**src/rtl/pit_pkg.sv**
```systemverilog
// Shared types for the pulse/interval timer.
// Assumes: one host access per cycle; byte lane is fixed by the count width.
package pit_pkg;

    // Count source selection.
    typedef enum logic {
        MODE_INTERVAL = 1'b0,
        MODE_EVENTS   = 1'b1
    } cnt_mode_e;

    // Which byte of the counter a host access addresses.
    typedef enum logic {
        SEL_LOW  = 1'b0,
        SEL_HIGH = 1'b1
    } byte_sel_e;

    // One-cycle decoded host operations.
    typedef struct packed {
        logic wr_low;
        logic wr_high;
        logic rd_low;
    } host_op_t;

endpackage

```
**src/rtl/pit_edge_sync.sv**
```systemverilog
// Synchronizes an asynchronous pin and flags a high-to-low transition.
// Assumes: STAGES >= 1; the pin idles high, so all stages reset to 1 and
// no edge is reported right after reset. One pulse per detected edge.
module pit_edge_sync #(
    parameter int STAGES = 2
) (
    input  logic clk,
    input  logic rst_n,
    input  logic pin_i,
    output logic fall_o
);

    // chain_q[STAGES-1] is the synchronized pin; chain_q[STAGES] its history.
    logic [STAGES:0] chain_q;

    for (genvar i = 0; i <= STAGES; i++) begin : g_stage
        if (i == 0) begin : g_first
            // First capture flop, sees the raw pin.
            always_ff @(posedge clk) begin
                if (!rst_n) chain_q[i] <= 1'b1;
                else        chain_q[i] <= pin_i;
            end
        end else begin : g_next
            // Later stages shift the sampled value along.
            always_ff @(posedge clk) begin
                if (!rst_n) chain_q[i] <= 1'b1;
                else        chain_q[i] <= chain_q[i-1];
            end
        end
    end

    // Falling edge: previous synchronized value high, current low.
    always_comb fall_o = chain_q[STAGES] & ~chain_q[STAGES-1];

endmodule

```
**src/rtl/pit_host_port.sv**
```systemverilog
// Host register port: decodes one-cycle accesses, keeps the low-byte latch,
// and returns the addressed live counter byte.
// Assumes: bus_cs is a single-cycle strobe; read data is combinational.
module pit_host_port
    import pit_pkg::*;
#(
    parameter int DATA_W = 8
) (
    input  logic                  clk,
    input  logic                  rst_n,
    input  logic                  cs_i,
    input  logic                  we_i,
    input  logic                  addr_i,
    input  logic [DATA_W-1:0]     wdata_i,
    input  logic [2*DATA_W-1:0]   cnt_i,
    output host_op_t              op_o,
    output logic [DATA_W-1:0]     latch_o,
    output logic [DATA_W-1:0]     rdata_o
);

    localparam int CNT_W = 2 * DATA_W;

    byte_sel_e sel;
    logic [DATA_W-1:0] latch_q;

    // Decode the access into per-operation strobes.
    always_comb begin
        sel          = byte_sel_e'(addr_i);
        op_o.wr_low  = cs_i &  we_i & (sel == SEL_LOW);
        op_o.wr_high = cs_i &  we_i & (sel == SEL_HIGH);
        op_o.rd_low  = cs_i & ~we_i & (sel == SEL_LOW);
    end

    // Low-byte latch, written only through the low address.
    always_ff @(posedge clk) begin
        if (!rst_n)           latch_q <= '0;
        else if (op_o.wr_low) latch_q <= wdata_i;
    end

    // Read mux over the live counter halves.
    always_comb begin
        if (sel == SEL_HIGH) rdata_o = cnt_i[CNT_W-1:DATA_W];
        else                 rdata_o = cnt_i[DATA_W-1:0];
    end

    always_comb latch_o = latch_q;

endmodule

```
**src/rtl/pit_down_counter.sv**
```systemverilog
// Down-counter with single-shot timeout flag.
// Assumes: host strobes come from pit_host_port; a high-byte write has
// priority over stepping; a timeout set wins over a low-byte read clear.
module pit_down_counter
    import pit_pkg::*;
#(
    parameter int DATA_W = 8
) (
    input  logic                  clk,
    input  logic                  rst_n,
    input  host_op_t              op_i,
    input  logic [DATA_W-1:0]     wdata_i,
    input  logic [DATA_W-1:0]     latch_i,
    input  cnt_mode_e             mode_i,
    input  logic                  fall_i,
    output logic [2*DATA_W-1:0]   cnt_o,
    output logic                  flag_o
);

    localparam int CNT_W = 2 * DATA_W;

    logic [CNT_W-1:0] cnt_q;
    logic             armed_q;
    logic             flag_q;
    logic             step;
    logic             wrap;
    logic             fire;

    // Count source: every clock, or one synchronized falling edge.
    always_comb begin
        step = (mode_i == MODE_INTERVAL) ? 1'b1 : fall_i;
        wrap = step && (cnt_q == '0);
        fire = wrap && armed_q && !op_i.wr_high;
    end

    // Counter: load on high write, otherwise step down.
    always_ff @(posedge clk) begin
        if (!rst_n)            cnt_q <= '0;
        else if (op_i.wr_high) cnt_q <= {wdata_i, latch_i};
        else if (step)         cnt_q <= cnt_q - 1'b1;
    end

    // Arm bit: a load arms, the first timeout disarms.
    always_ff @(posedge clk) begin
        if (!rst_n)            armed_q <= 1'b0;
        else if (op_i.wr_high) armed_q <= 1'b1;
        else if (fire)         armed_q <= 1'b0;
    end

    // Flag: cleared by load, set by timeout, cleared by low read.
    always_ff @(posedge clk) begin
        if (!rst_n)            flag_q <= 1'b0;
        else if (op_i.wr_high) flag_q <= 1'b0;
        else if (fire)         flag_q <= 1'b1;
        else if (op_i.rd_low)  flag_q <= 1'b0;
    end

    always_comb begin
        cnt_o  = cnt_q;
        flag_o = flag_q;
    end

endmodule

```
**src/rtl/pulse_interval_timer.sv**
```systemverilog
// Top level: host port, pin synchronizer and down-counter.
// Assumes: evt_pin is asynchronous; all other inputs are synchronous to clk.
module pulse_interval_timer
    import pit_pkg::*;
#(
    parameter int DATA_W      = 8,
    parameter int SYNC_STAGES = 2
) (
    input  logic              clk,
    input  logic              rst_n,
    input  logic              bus_cs,
    input  logic              bus_we,
    input  logic              bus_addr,
    input  logic [DATA_W-1:0] bus_wdata,
    output logic [DATA_W-1:0] bus_rdata,
    input  logic              cnt_mode,
    input  logic              irq_en,
    input  logic              evt_pin,
    output logic              irq_flag,
    output logic              irq
);

    localparam int CNT_W = 2 * DATA_W;

    host_op_t          host_op;
    logic [DATA_W-1:0] latch_val;
    logic [CNT_W-1:0]  cnt_val;
    logic              evt_fall;
    logic              flag_val;
    cnt_mode_e         mode_sel;

    // Mode input mapped to the shared type.
    always_comb mode_sel = cnt_mode_e'(cnt_mode);

    pit_host_port #(.DATA_W(DATA_W)) u_port (
        .clk     (clk),
        .rst_n   (rst_n),
        .cs_i    (bus_cs),
        .we_i    (bus_we),
        .addr_i  (bus_addr),
        .wdata_i (bus_wdata),
        .cnt_i   (cnt_val),
        .op_o    (host_op),
        .latch_o (latch_val),
        .rdata_o (bus_rdata)
    );

    pit_edge_sync #(.STAGES(SYNC_STAGES)) u_sync (
        .clk    (clk),
        .rst_n  (rst_n),
        .pin_i  (evt_pin),
        .fall_o (evt_fall)
    );

    pit_down_counter #(.DATA_W(DATA_W)) u_cnt (
        .clk     (clk),
        .rst_n   (rst_n),
        .op_i    (host_op),
        .wdata_i (bus_wdata),
        .latch_i (latch_val),
        .mode_i  (mode_sel),
        .fall_i  (evt_fall),
        .cnt_o   (cnt_val),
        .flag_o  (flag_val)
    );

    // Interrupt request gating.
    always_comb begin
        irq_flag = flag_val;
        irq      = flag_val & irq_en;
    end

endmodule

```
**config.mk**
```make
export PLATFORM = sky130hd
export DESIGN_NAME = pulse_interval_timer
export DESIGN_NICKNAME = d
export VERILOG_FILES = /design/src/rtl/pit_pkg.sv /design/src/rtl/pit_edge_sync.sv /design/src/rtl/pit_host_port.sv /design/src/rtl/pit_down_counter.sv /design/src/rtl/pulse_interval_timer.sv
export SDC_FILE = /design/constraint.sdc
export NUM_CORES = 1
export LEC_CHECK = 0
export ABC_AREA = 1
export BUFFER_PORTS_ARGS = -buffer_cell sky130_fd_sc_hd__buf_2
export CAP_MARGIN = 20
export CORE_MARGIN = 5
export CORE_UTILIZATION = 40
export DETAILED_ROUTE_END_ITERATION = 10
export PLACE_DENSITY_LB_ADDON = 0.15
export SETUP_SLACK_MARGIN = 0.02
export SLEW_MARGIN = 15
export SYNTH_ARGS = -nofsm -noshare
export SYNTH_HDL_FRONTEND = slang
export SYNTH_SLANG_ARGS = --single-unit
```
**constraint.sdc**
```tcl
create_clock -name clk -period 2.4 [get_ports clk]
set_clock_uncertainty 0.1 [all_clocks]
set_input_delay 0.36 -clock clk [delete_from_list [all_inputs] [get_ports clk]]
set_output_delay 0.36 -clock clk [all_outputs]
set_load 0.02 [all_outputs]
```
# Word level (Yosys, flattened, before mapping)
# Index checks and enable logic that the tools add are counted.
[word_totals]
out_inout_bits = 10
regBits = 29
in_bits = 16
[classes]
mux = 8
n_reduce_logical = 9
addsub = 1
bitwise = 11
[op_table]
columns = ["operator", "count"]
rows = [
  ["$mux 16", 2],
  ["$logic_not 16->1", 1],
  ["$sub 16x1->16 const B", 1],
  ["$mux 8", 1],
  ["$and 1x1->1", 7],
  ["$reduce_bool 2->1", 3],
  ["$mux 1", 5],
  ["$not 1->1", 4],
  ["$logic_and 1x1->1", 3],
  ["$reduce_or 2->1", 1],
  ["$logic_not 1->1", 1],
]

# Longest topological paths before layout
[logic_depth]
word_depth = 8
depth_mapped = 9
ltp_nobuf = 9

# By module
# A second synthesis with hierarchy kept.
[unflattened]
hier_cells = 270
area_unflattened_um2 = 1739.2
[modules_own_cells]
columns = ["module", "instances", "seq_area_each_um2", "area_per_inst_um2", "cells_each"]
rows = [
  ["pit_down_counter", 1, 360.3, 1161.1, 174],
  ["pit_host_port", 1, 160.2, 480.5, 83],
  ["pit_edge_sync", 1, 60.1, 90.1, 11],
  ["pulse_interval_timer", 1, 0.0, 7.5, 2],
]

# Least setup slack after synthesis
# No wires, ideal clock.
[synth_path]
path_kind = "in2out"
startpoint = "input port bus_addr"
endpoint = "output port bus_rdata[5]"
cell_stages = 3
n_path_buf = 2
arrival_ps = 1171
path_slack_ps = 769
path_cell_list = "buf_6 -> clkbuf_1 -> o21ai_0"
[synth_between]
elab_chain_len = 1
[synth_rtl]
columns = ["element", "line", "rtl"]
rows = [
  ["start: declaration", "pulse_interval_timer.sv:13", "input logic bus_addr,"],
  ["$mux 8", "pit_host_port.sv:42", "if (sel == SEL_HIGH) rdata_o = cnt_i[CNT_W-1:DATA_W];"],
  ["end: declaration", "pulse_interval_timer.sv:15", "output logic [DATA_W-1:0] bus_rdata,"],
]
# No other way between the ends.

# Worst setup path after layout
[layout_path]
startpoint = "register u_cnt.cnt_q[5], in the netlist u_cnt.cnt_o[5]"
endpoint = "output port bus_rdata[5]"
[layout_between]
elab_chain_len = 1
[layout_rtl]
columns = ["element", "line", "rtl"]
rows = [
  ["start: declaration", "pit_down_counter.sv:22", "logic [CNT_W-1:0] cnt_q;"],
  ["start signal: assignment", "pit_down_counter.sv:39", "else if (op_i.wr_high) cnt_q <= {wdata_i, latch_i};"],
  ["start signal: assignment", "pit_down_counter.sv:40", "else if (step) cnt_q <= cnt_q - 1'b1;"],
  ["$mux 8", "pit_host_port.sv:42", ""],
]
# No other way between the ends.

==> impl_metrics.env <==
export IMPL_start_kind="register"
export IMPL_register_area_um2=581
export IMPL_drtAntennaViolNets=0
export IMPL_grt_pass1_vias=1584
export IMPL_slowest_stage="dfxtp_1"
export IMPL_num_rows=23
export IMPL_maxCapViolCount=0
export IMPL_postLayoutCellArea_mm2=0.00193
export IMPL_drive_gt1_frac=0.205
export IMPL_dieArea_mm2=0.00563
export IMPL_antenna_found_initial=0
export IMPL_status="completed"
export IMPL_min_path_type="primary input to register"
export IMPL_synth_top_cell_area_share=0.343
export IMPL_critical_path_arrival_ps=1180
export IMPL_cts_root_buf="clkbuf_8"
export IMPL_clock_sinks=29
export IMPL_totalWireLength_mm=4.50
export IMPL_clk_latency_ps=280
export IMPL_hold_viol=0
export IMPL_final_fill_count=440
export IMPL_cts_htree_levels=2
export IMPL_synthesis_nets=274
export IMPL_synth_area_top_cells="dfxtp_1 34%, nand2_1 14%, nor2_1 7.5%"
export IMPL_final_setup_tns_ps=0
export IMPL_grt_pass1_wl_mm=7.60
export IMPL_portBuffers=25
export IMPL_yosysTopAreaCell="dfxtp_1"
export IMPL_dp_hpwl_mm=3.45
export IMPL_diodes=0
export IMPL_ys_warn_count=0
export IMPL_ios=26
export IMPL_dpl_cell_area_mm2=0.00183
export IMPL_critical_path_endpoint_type="primary output"
export IMPL_wl_per_cell_um=13.5
export IMPL_drtIter0Drc=99
export IMPL_drt_pre_antenna_iters=4
export IMPL_whs_ps=160
export IMPL_numCtsBuffers=5
export IMPL_overflow=0
export IMPL_setup_viol=0
export IMPL_worst_slew_pin_slew_ps=621
export IMPL_max_freq_mhz=609
export IMPL_synthCells=257
export IMPL_initial_utilization=0.417
export IMPL_cp_cell_sequence="inv_1 > o21ai_0 > buf_2"
export IMPL_viasPerCell=4.90
export IMPL_place_congestion=0.813
export IMPL_cts_tree="built"
export IMPL_die_x_um=75.0
export IMPL_fp_dieH_um=75.0
export IMPL_coreArea_mm2=0.00406
export IMPL_cellLeakagePower_nw=0.912
export IMPL_seq_area_frac_synth=0.343
export IMPL_min_period_ps=1640
export IMPL_layout_worst_path_cycle_share=0.684
export IMPL_via_count=1632
export IMPL_critPathMaxFanout=4
export IMPL_worstSetupPathType="register to primary output"
export IMPL_final_util=0.476
export IMPL_ir_drop_mv=0.369
export IMPL_ys_types=29
export IMPL_grt_max_degree=19
export IMPL_multiInputGateArea_um2=920
export IMPL_post_cts_resized=0
export IMPL_syn2layout_area_growth_pct=14.1
export IMPL_slowest_delay_ps=410
export IMPL_grt_usage=0.184
export IMPL_cts_buffer_depth=2
export IMPL_holdBufCountCts=0
export IMPL_finalMaxSlewViolations=0
export IMPL_avgSynthCellArea_um2=6.58
export IMPL_rsz0062_at_grt="no"
export IMPL_post_cts_buffers=0
export IMPL_powerDensity_mw_per_mm2=803
export IMPL_final_nets=299
export IMPL_critPathRequiredTime_ps=1940
export IMPL_syn_cell_area_mm2=0.00169
export IMPL_clkTransAtPathRegs_ps=60
export IMPL_synth_seq_cells=29
export IMPL_drc=0
export IMPL_slew_headroom=0.585
## cell families after synthesis
group                      Yosys count  share of synthesized area
and+or+nand+nor                    124                      0.325
DFF                                 29                      0.343
buffers and inverters               44                      0.113
xor gates and xnor gates             7                     0.0362
AOI/OAI and AO/OA                   52                      0.175
adders and majority gates            1                    0.00740
## cell type report
type                       instances  area share
timing repair buffer              25      0.0648
clock inverter                     1     0.00259
inverter                          37      0.0732
sequential                        29       0.301
clock buffer                       7      0.0499
multi-input combinational        184       0.476
tap                               50      0.0324
## flip-flops by register name, summed over array words and instances (netlist names)
name and count:
u_cnt.armed_q 1, u_cnt.cnt_o 16, u_cnt.flag_o 1, u_port.latch_o 8, u_sync.chain_q 3
## layout by cell type (no fill, tap or decap)
master	count
clkinv_2	1
nor3_1	1
o21ai_0	21
xor2_1	6
ha_1	1
nor2_8	1
nor2_1	34
inv_1	31
o22ai_1	1
buf_2	25
o21ai_2	4
nand3_1	12
clkbuf_8	7
nand3b_1	1
a21oi_2	4
or2_2	3
xnor2_1	1
a21oi_1	13
nand2_2	2
nand2_1	63
nand3_2	1
nand4_1	2
a31oi_1	3
dfxtp_1	29
inv_2	5
inv_4	1
nor2_2	1
nor2_4	3
o21ai_1	6
## cells in the mapped netlist
master and number:
a21oi_1 13, a21oi_2 4, a31oi_1 3, buf_2 1
buf_6 3, clkbuf_1 3, dfxtp_1 29, ha_1 1
inv_1 31, inv_2 5, inv_4 1, nand2_1 63
nand2_2 2, nand3_1 12, nand3_2 1, nand3b_1 1
nand4_1 2, nor2_1 34, nor2_2 1, nor2_4 3
nor2_8 1, nor3_1 1, o21ai_0 21, o21ai_1 6
o21ai_2 4, o22ai_1 1, or2_2 3, xnor2_1 1
xor2_1 6
## critical path, delay by kind of cell (launching register included)
| family | cells | cell delay (ps) |
|---|---|---|
| compound gates | 1 | 190 |
| buf+inv | 2 | 300 |
| flops | 1 | 410 |
## stage by stage
step / std cells / worst slack [ps] / power [mW]
after CTS: 333 / 757 / 1.56
after floorplan: 257 / 769 / 0.988
after detailed placement: 325 / 631 / 1.11
final: 333 / 759 / 1.55
after global placement: 325 / 646 / 1.11
after global routing: 333 / 648 / 1.68
## worst paths after layout
check,startpoint,end,slack [ps],cells past startpoint
min reg2reg,u_sync.chain_q[0],u_sync.chain_q[1],330,1
min,evt_pin,u_sync.chain_q[0],160,2
max reg2reg,u_cnt.cnt_o[0],u_cnt.armed_q,920,9
max,u_cnt.cnt_o[5],bus_rdata[5],760,3
## power breakdown
| part | switching (mW) | internal, mW | total (mW) |
|---|---|---|---|
| sequential | 0.0551 | 0.533 | 0.588 |
| combinational | 0.332 | 0.180 | 0.513 |
| clock | 0.191 | 0.259 | 0.450 |
## routing by layer
| layer | wire (µm) | global-route usage | part of all wire | up-vias |
|---|---|---|---|---|
| met5 | 0 | 0 | 0 | - |
| li1 | - | - | - | 857 |
| met3 | 219 | 0.0454 | 0.049 | 6 |
| met1 | 2190 | 0.247 | 0.49 | 734 |
| met2 | 2020 | 0.288 | 0.45 | 35 |
| met4 | 61 | 0.0613 | 0.014 | 0 |
Power figures use the tool's default switching activity.
